**src/rtl/intagg_pkg.sv**
```systemverilog
package intagg_pkg;
  localparam int PINS_PER_SLOT = 4;
  localparam int NUM_LINES     = 4;

  // rotation of a slot's pins onto the shared lines
  function automatic logic [1:0] route_line(input int slot, input int pin);
    return 2'((slot + pin) % NUM_LINES);
  endfunction
endpackage

```
**src/rtl/intagg_pin_state.sv**
```systemverilog
module intagg_pin_state #(
  parameter int NUM_SLOTS = 32,
  localparam int NPINS = NUM_SLOTS * intagg_pkg::PINS_PER_SLOT
) (
  input  logic             clk,
  input  logic             rst,
  input  logic [NPINS-1:0] pin_lvl,
  output logic [NPINS-1:0] stored,
  output logic [NPINS-1:0] rise,
  output logic [NPINS-1:0] fall,
  output logic             chg_any
);
  always_ff @(posedge clk) begin
    if (rst) stored <= '0;
    else     stored <= pin_lvl;
  end

  always_comb begin
    rise    = pin_lvl & ~stored;
    fall    = ~pin_lvl & stored;
    chg_any = |(rise | fall);
  end

  // reset leaves no stored level behind
  a_r5_state_clear: assert property (@(posedge clk) rst |=> stored == '0);
endmodule

```
**src/rtl/intagg_line_sum.sv**
```systemverilog
module intagg_line_sum #(
  parameter int NUM_SLOTS = 32,
  parameter int CW = 8,
  localparam int NPINS = NUM_SLOTS * intagg_pkg::PINS_PER_SLOT
) (
  input  logic [NPINS-1:0] rise,
  input  logic [NPINS-1:0] fall,
  output logic [intagg_pkg::NUM_LINES-1:0][CW-1:0] up,
  output logic [intagg_pkg::NUM_LINES-1:0][CW-1:0] dn
);
  import intagg_pkg::*;

  for (genvar l = 0; l < NUM_LINES; l++) begin : g_line
    always_comb begin
      up[l] = '0;
      dn[l] = '0;
      for (int s = 0; s < NUM_SLOTS; s++) begin
        for (int p = 0; p < PINS_PER_SLOT; p++) begin
          if (route_line(s, p) == 2'(l)) begin
            up[l] = up[l] + CW'(rise[s*PINS_PER_SLOT+p]);
            dn[l] = dn[l] + CW'(fall[s*PINS_PER_SLOT+p]);
          end
        end
      end
    end
  end
endmodule

```
**src/rtl/intagg_line_cnt.sv**
```systemverilog
module intagg_line_cnt #(
  parameter int CW = 8,
  parameter int MAXV = 32
) (
  input  logic          clk,
  input  logic          rst,
  input  logic [CW-1:0] up,
  input  logic [CW-1:0] dn,
  output logic [CW-1:0] cnt,
  output logic          asserted
);
  function automatic logic [CW:0] apply_delta(input logic [CW-1:0] c,
                                               input logic [CW-1:0] u,
                                               input logic [CW-1:0] d);
    return {1'b0, c} + {1'b0, u} - {1'b0, d};
  endfunction

  logic [CW:0] nxt;
  always_comb nxt = apply_delta(cnt, up, dn);

  always_ff @(posedge clk) begin
    if (rst) cnt <= '0;
    else     cnt <= nxt[CW-1:0];
  end

  assign asserted = (cnt != '0);

  // never drops below zero
  a_r8_no_underflow: assert property (@(posedge clk) disable iff (rst)
    ({1'b0, cnt} + {1'b0, up}) >= {1'b0, dn});
  // never exceeds the number of pins that route here
  a_r8_no_overflow: assert property (@(posedge clk) disable iff (rst)
    nxt <= (CW+1)'(MAXV));
  // counter cleared by reset
  a_r5_cnt_clear: assert property (@(posedge clk) rst |=> cnt == '0);
  // line follows counter on the next edge after an update
  a_r4_line: assert property (@(posedge clk) disable iff (rst)
    (nxt != '0) |=> asserted);
endmodule

```
**src/rtl/intagg_top.sv**
```systemverilog
module intagg_top #(
  parameter int NUM_SLOTS = 32,
  localparam int NPINS = NUM_SLOTS * intagg_pkg::PINS_PER_SLOT,
  localparam int CW = $clog2(NPINS + 1),
  localparam int NL = intagg_pkg::NUM_LINES
) (
  input  logic              clk,
  input  logic              rst,
  input  logic [NPINS-1:0]  pin_lvl,
  output logic [NL-1:0]     line_out,
  output logic [NL*CW-1:0]  line_cnt
);
  logic [NPINS-1:0] stored, rise, fall;
  logic chg_any;
  logic [NL-1:0][CW-1:0] up, dn, cnt;

  intagg_pin_state #(.NUM_SLOTS(NUM_SLOTS)) u_state (
    .clk(clk), .rst(rst), .pin_lvl(pin_lvl),
    .stored(stored), .rise(rise), .fall(fall), .chg_any(chg_any));

  intagg_line_sum #(.NUM_SLOTS(NUM_SLOTS), .CW(CW)) u_sum (
    .rise(rise), .fall(fall), .up(up), .dn(dn));

  for (genvar l = 0; l < NL; l++) begin : g_cnt
    intagg_line_cnt #(.CW(CW), .MAXV(NPINS / NL)) u_cnt (
      .clk(clk), .rst(rst), .up(up[l]), .dn(dn[l]),
      .cnt(cnt[l]), .asserted(line_out[l]));
    assign line_cnt[l*CW +: CW] = cnt[l];
  end

  // total of all counters, kept for the checks below
  logic [CW+1:0] cnt_total;
  always_comb begin
    cnt_total = '0;
    for (int l = 0; l < NL; l++) cnt_total = cnt_total + (CW+2)'(cnt[l]);
  end

  // no pin change means no counter moves
  a_r2_quiet: assert property (@(posedge clk) disable iff (rst)
    !chg_any |=> $stable(cnt));
  // counters account for exactly the stored asserted pins
  a_r3_total: assert property (@(posedge clk) disable iff (rst)
    cnt_total == (CW+2)'($countones(stored)));
endmodule

```
**config.mk**
```make
export PLATFORM = sky130hd
export DESIGN_NAME = intagg_top
export DESIGN_NICKNAME = d
export VERILOG_FILES = /design/src/rtl/intagg_pkg.sv /design/src/rtl/intagg_pin_state.sv /design/src/rtl/intagg_line_sum.sv /design/src/rtl/intagg_line_cnt.sv /design/src/rtl/intagg_top.sv
export SDC_FILE = /design/constraint.sdc
export NUM_CORES = 1
export LEC_CHECK = 0
export BUFFER_PORTS_ARGS = -buffer_cell sky130_fd_sc_hd__buf_4
export CORE_ASPECT_RATIO = 2
export CORE_MARGIN = 2
export CORE_UTILIZATION = 45
export CTS_CLUSTER_DIAMETER = 150
export CTS_CLUSTER_SIZE = 28
export DETAILED_ROUTE_END_ITERATION = 10
export PLACE_DENSITY_LB_ADDON = 0.05
export SLEW_MARGIN = 20
export SYNTH_ARGS = -nofsm -noshare
export SYNTH_HDL_FRONTEND = slang
export SYNTH_SLANG_ARGS = --single-unit
```
**constraint.sdc**
```tcl
create_clock -name clk -period 17.15 [get_ports clk]
set_input_delay 5.145 -clock clk [delete_from_list [all_inputs] [get_ports clk]]
set_output_delay 5.145 -clock clk [all_outputs]
set_load 0.1 [all_outputs]
```
==> results_tabular.tex <==
\begin{tabular}{lr}
\hline
Metric & Value \\
\hline
\multicolumn{2}{l}{\textbf{Outcome}} \\
Status & complete, no violations \\
\multicolumn{2}{l}{\textbf{Critical path}} \\
Required time reported for the critical path endpoint & 17.53 ns \\
Reg-to-reg critical path startpoint & u\_state.stored[2] \\
Data arrival time of the critical path & 11.24 ns \\
Highest cell delay on the worst timing path & 0.53 ns \\
Crit path cell chain & buf\_4 -> nor2b\_1 -> ha\_1 -> inv\_1 -> fa\_1 -> fa\_1 -> inv\_1 -> fa\_1 -> inv\_1 -> fa\_1 -> fa\_1 -> fa\_1 -> inv\_1 -> fa\_1 -> fa\_1 -> inv\_1 -> ha\_1 -> fa\_1 -> a211oi\_2 -> o21ai\_1 -> a2111oi\_2 -> o21bai\_1 \\
Worst setup path category & input pin to register \\
Type of element launching the critical path & input pin \\
Critical Path End Type & register \\
Timing startpoint of the critical path & pin\_lvl[2] \\
Standard cell with the maximum stage delay on the critical path & fa\_1 \\
Largest fanout on the critical path & 3 \\
Top cell by count, worst path & fa\_1 \\
\multicolumn{2}{l}{\textbf{CTS}} \\
Number of buffers added to fix hold violations after cts & 0 \\
Maximum buffer depth of the clock tree & 2 \\
CTS tree & built \\
TritonCTS sink count & 160 \\
Root buffer selected by CTS & clkbuf\_16 \\
Clock latency reported for the late side of the worst-skew pair & 0.44 ns \\
Post-CTS Setup Bufs & 0 \\
Total CTS buffers & 17 \\
Clock-pin slew of the registers on the worst-case setup and hold paths & 0.06 ns \\
H-tree levels & 4 \\
Post-cts repair resize count & 0 \\
\multicolumn{2}{l}{\textbf{Global routing}} \\
Met2 Track Usage GR & 37.5\% \\
Layer with the highest usage & met2 \\
Global-route track usage on met3 & 3.37\% \\
Largest net degree at the start of global routing & 60 \\
Final global-route overflow total & 0 \\
Global routing usage on met1 & around 22\% \\
Number of global-route vias before repair & 9594 \\
Total global-route track usage & 19.8\% \\
Wire length of the first global-routing pass & 48000 µm \\
Number of antenna violations at the first check in global routing & 1 \\
\multicolumn{2}{l}{\textbf{Final layout}} \\
Filler Cell Count & 2846 \\
Layout Nets & 1975 \\
Share of final-layout standard cells stronger than drive strength 1 & 13.0\% \\
Area of the multi-input gates & 0.00915 mm² \\
Storage element area & roughly 0.0032 mm² \\
Final std cell area, no fill & approximately 0.016 mm² \\
Growth of design area from synthesis to finish & 15.9\% \\
\multicolumn{2}{l}{\textbf{Die}} \\
Die Footprint & between 0.03 and 0.04 mm² \\
Vert. Die Dim & 251 µm \\
Top-level port count & 166 \\
Number of placement rows & 90 \\
Area inside the core boundary & roughly 0.030 mm² \\
X dimension of the die & 127 µm \\
Initial standard-cell utilization of the core & between 40\% and 50\% \\
\multicolumn{2}{l}{\textbf{Placement}} \\
Minimum setup slack after placement & 5.80 ns \\
Post-Place Cell Area & 0.0153 mm² \\
RD Place Congestion & 0.804 \\
DPL Wire Length & 24900 µm \\
Count of input and output buffers & 165 \\
\multicolumn{2}{l}{\textbf{Hold path}} \\
Hold Startpoint & u\_state.stored[14] \\
Hold crit path type & register to register \\
\multicolumn{2}{l}{\textbf{Timing}} \\
Minimum period implied by the final worst setup slack & 10.86 ns \\
Max Clock Freq & a little over 90 MHz \\
Tightest Pin Transition & 0.687 ns \\
Min Hold Slack & 0.624 ns \\
Post-Route Skew & 0.00786 ns \\
Unrepaired setup endpoints after global routing & false \\
Final worst-path cycle share & a little under two thirds \\
Final hold violations & 0 \\
Setup slack of the critical path after layout & about 6.3 ns \\
Rel. slew slack & a little over half \\
Sum of negative setup slack & 0 ns \\
Final-report setup violation count & 0 \\
Max Slew Vio Count & 0 \\
\multicolumn{2}{l}{\textbf{Detailed routing}} \\
WL per Instance & 15.3 µm \\
Violation count after the first detailed-route iteration & 170 \\
DRC & 0 \\
Final WL & $\sim$30000 µm \\
Via count of the routed design & between 8000 and 9000 \\
Drt first pass iters & 4 \\
Number of routed nets with antenna violations & 0 \\
Drt via density & around 4.6 \\
\multicolumn{2}{l}{\textbf{Logic synthesis}} \\
Number of synthesized flops with an enable pin & 0 \\
Seq cells post-synth & between 150 and 200 \\
Distinct cell type count after synthesis & 44 \\
Synthesized Nets & 1812 \\
Asr flop ratio synth & 0\% \\
Fraction of the yosys area taken by sequential cells & 23.4\% \\
Flip-flop cell with the highest count after synthesis & dfxtp\_1 \\
Post-Synthesis Mean Instance Area & 10.1 µm² \\
Gate count of the mapped netlist & 1360 \\
Post-synthesis cell area & 0.0137 mm² \\
Count of yosys warnings during synthesis & 0 \\
\multicolumn{2}{l}{\textbf{Flow run}} \\
Number of max-cap violations & 0 \\
\hline
\end{tabular}
[layout by cell type, fill, tap and decap left out, types with 4 or more instances in the layout]
| cell type | Yosys | final |
|---|---|---|
| buf_4 | 5 | 166 |
| o21ai_0 | 10 | 10 |
| nor4_1 | 7 | 7 |
| xnor2_1 | 6 | 6 |
| xor2_1 | 8 | 8 |
| clkbuf_1 | 16 | 4 |
| nand2b_1 | 134 | 134 |
| fa_1 | 240 | 240 |
| clkbuf_16 | 0 | 17 |
| nor2_1 | 20 | 20 |
| a21oi_1 | 8 | 8 |
| ha_1 | 82 | 82 |
| dfxtp_1 | 160 | 160 |
| nand4_1 | 4 | 4 |
| inv_1 | 327 | 327 |
| nand2_1 | 13 | 13 |
| a211oi_1 | 7 | 7 |
| nor2b_1 | 266 | 266 |
[final timing paths]
path | end | slack [ns] | depth (start not counted)
max | g_cnt[2].u_cnt.cnt[7] | 6.29 | 22
min | g_cnt[1].u_cnt.cnt[0] | 0.62 | 3
max reg2reg | g_cnt[2].u_cnt.cnt[7] | 10.76 | 21
min reg2reg | g_cnt[1].u_cnt.cnt[0] | 0.62 | 3
[cells by family (layout without fill, tap and decap cells)]
group                      after synthesis  in the layout  synth area share (%)
and+or+nand+nor                        460            460                  20.5
other                                    0              1                     0
buffers and inverters                  351            525                  9.79
DFF                                    160            160                  23.4
AOI/OAI and AO/OA                       53             53                  2.82
adders and majority gates              322            322                  42.6
xor gates and xnor gates                14             14                 0.896
[metrics by stage]
step / cells / util [%]
floorplan: 1360 / -
global placement: 1872 / 50.9
detailed placement: 1872 / 50.9
CTS: 1902 / 52.8
global route: 1903 / 52.8
finish: 1903 / 52.8
[per-layer routing]
layer	wire length, µm	vias to the layer above
met3	945	35
met4	852	0
met5	0	-
li1	-	4294
met2	16900	136
met1	10500	4305
[worst max-delay path: cells and delay by family]
kind            cells  cell delay (ns)
fa+ha+maj          11             4.71
compound gates      4             0.88
buf+inv             6             0.38
simple gates        1             0.13
[cells in the mapped netlist, drive strengths merged, types with 2 or more instances]
cell type / instances / area, µm²
a311o: 2 / 20.0
nor3: 3 / 15.0
nand4b: 2 / 17.5
fa: 240 / 4800
o21ai: 12 / 60.1
a31oi: 3 / 18.8
a2111oi: 2 / 30.0
a211o: 2 / 17.5
nand4: 4 / 25.0
xnor2: 6 / 52.6
nor2: 20 / 75.1
a21o: 2 / 16.3
xor2: 8 / 70.1
ha: 82 / 1030
o21bai: 3 / 22.5
a211oi: 9 / 77.6
o21a: 2 / 15.0
dfxtp: 160 / 3200
a2bb2oi: 2 / 17.5
and4: 2 / 20.0
buf: 7 / 46.3
nor4: 7 / 43.8
nor2b: 266 / 1660
nor4b: 3 / 26.3
o211ai: 2 / 15.0
inv: 328 / 1230
nand2: 13 / 48.8
a21oi: 8 / 40.0
nand2b: 134 / 838
and3: 2 / 12.5
or3: 2 / 12.5
nand3: 2 / 10.0
clkbuf: 16 / 60.1
[cell type report]
class | count | area share [%]
sequential | 160 | 20.2
tap | 368 | 2.90
clock buffer | 24 | 3.04
timing repair buffer | 167 | 7.92
inverter | 328 | 7.77
clock inverter | 6 | 0.520
antenna | 1 | 0.0158
multi-input combinational | 849 | 57.6
[state kept, by name, indices dropped and copies added (netlist names)]
signal and flops:
u_state.stored 128, g_cnt.u_cnt.cnt 32
Power is not shown: default switching activity piles up to over one toggle a cycle in this logic, so the estimate is an artifact.
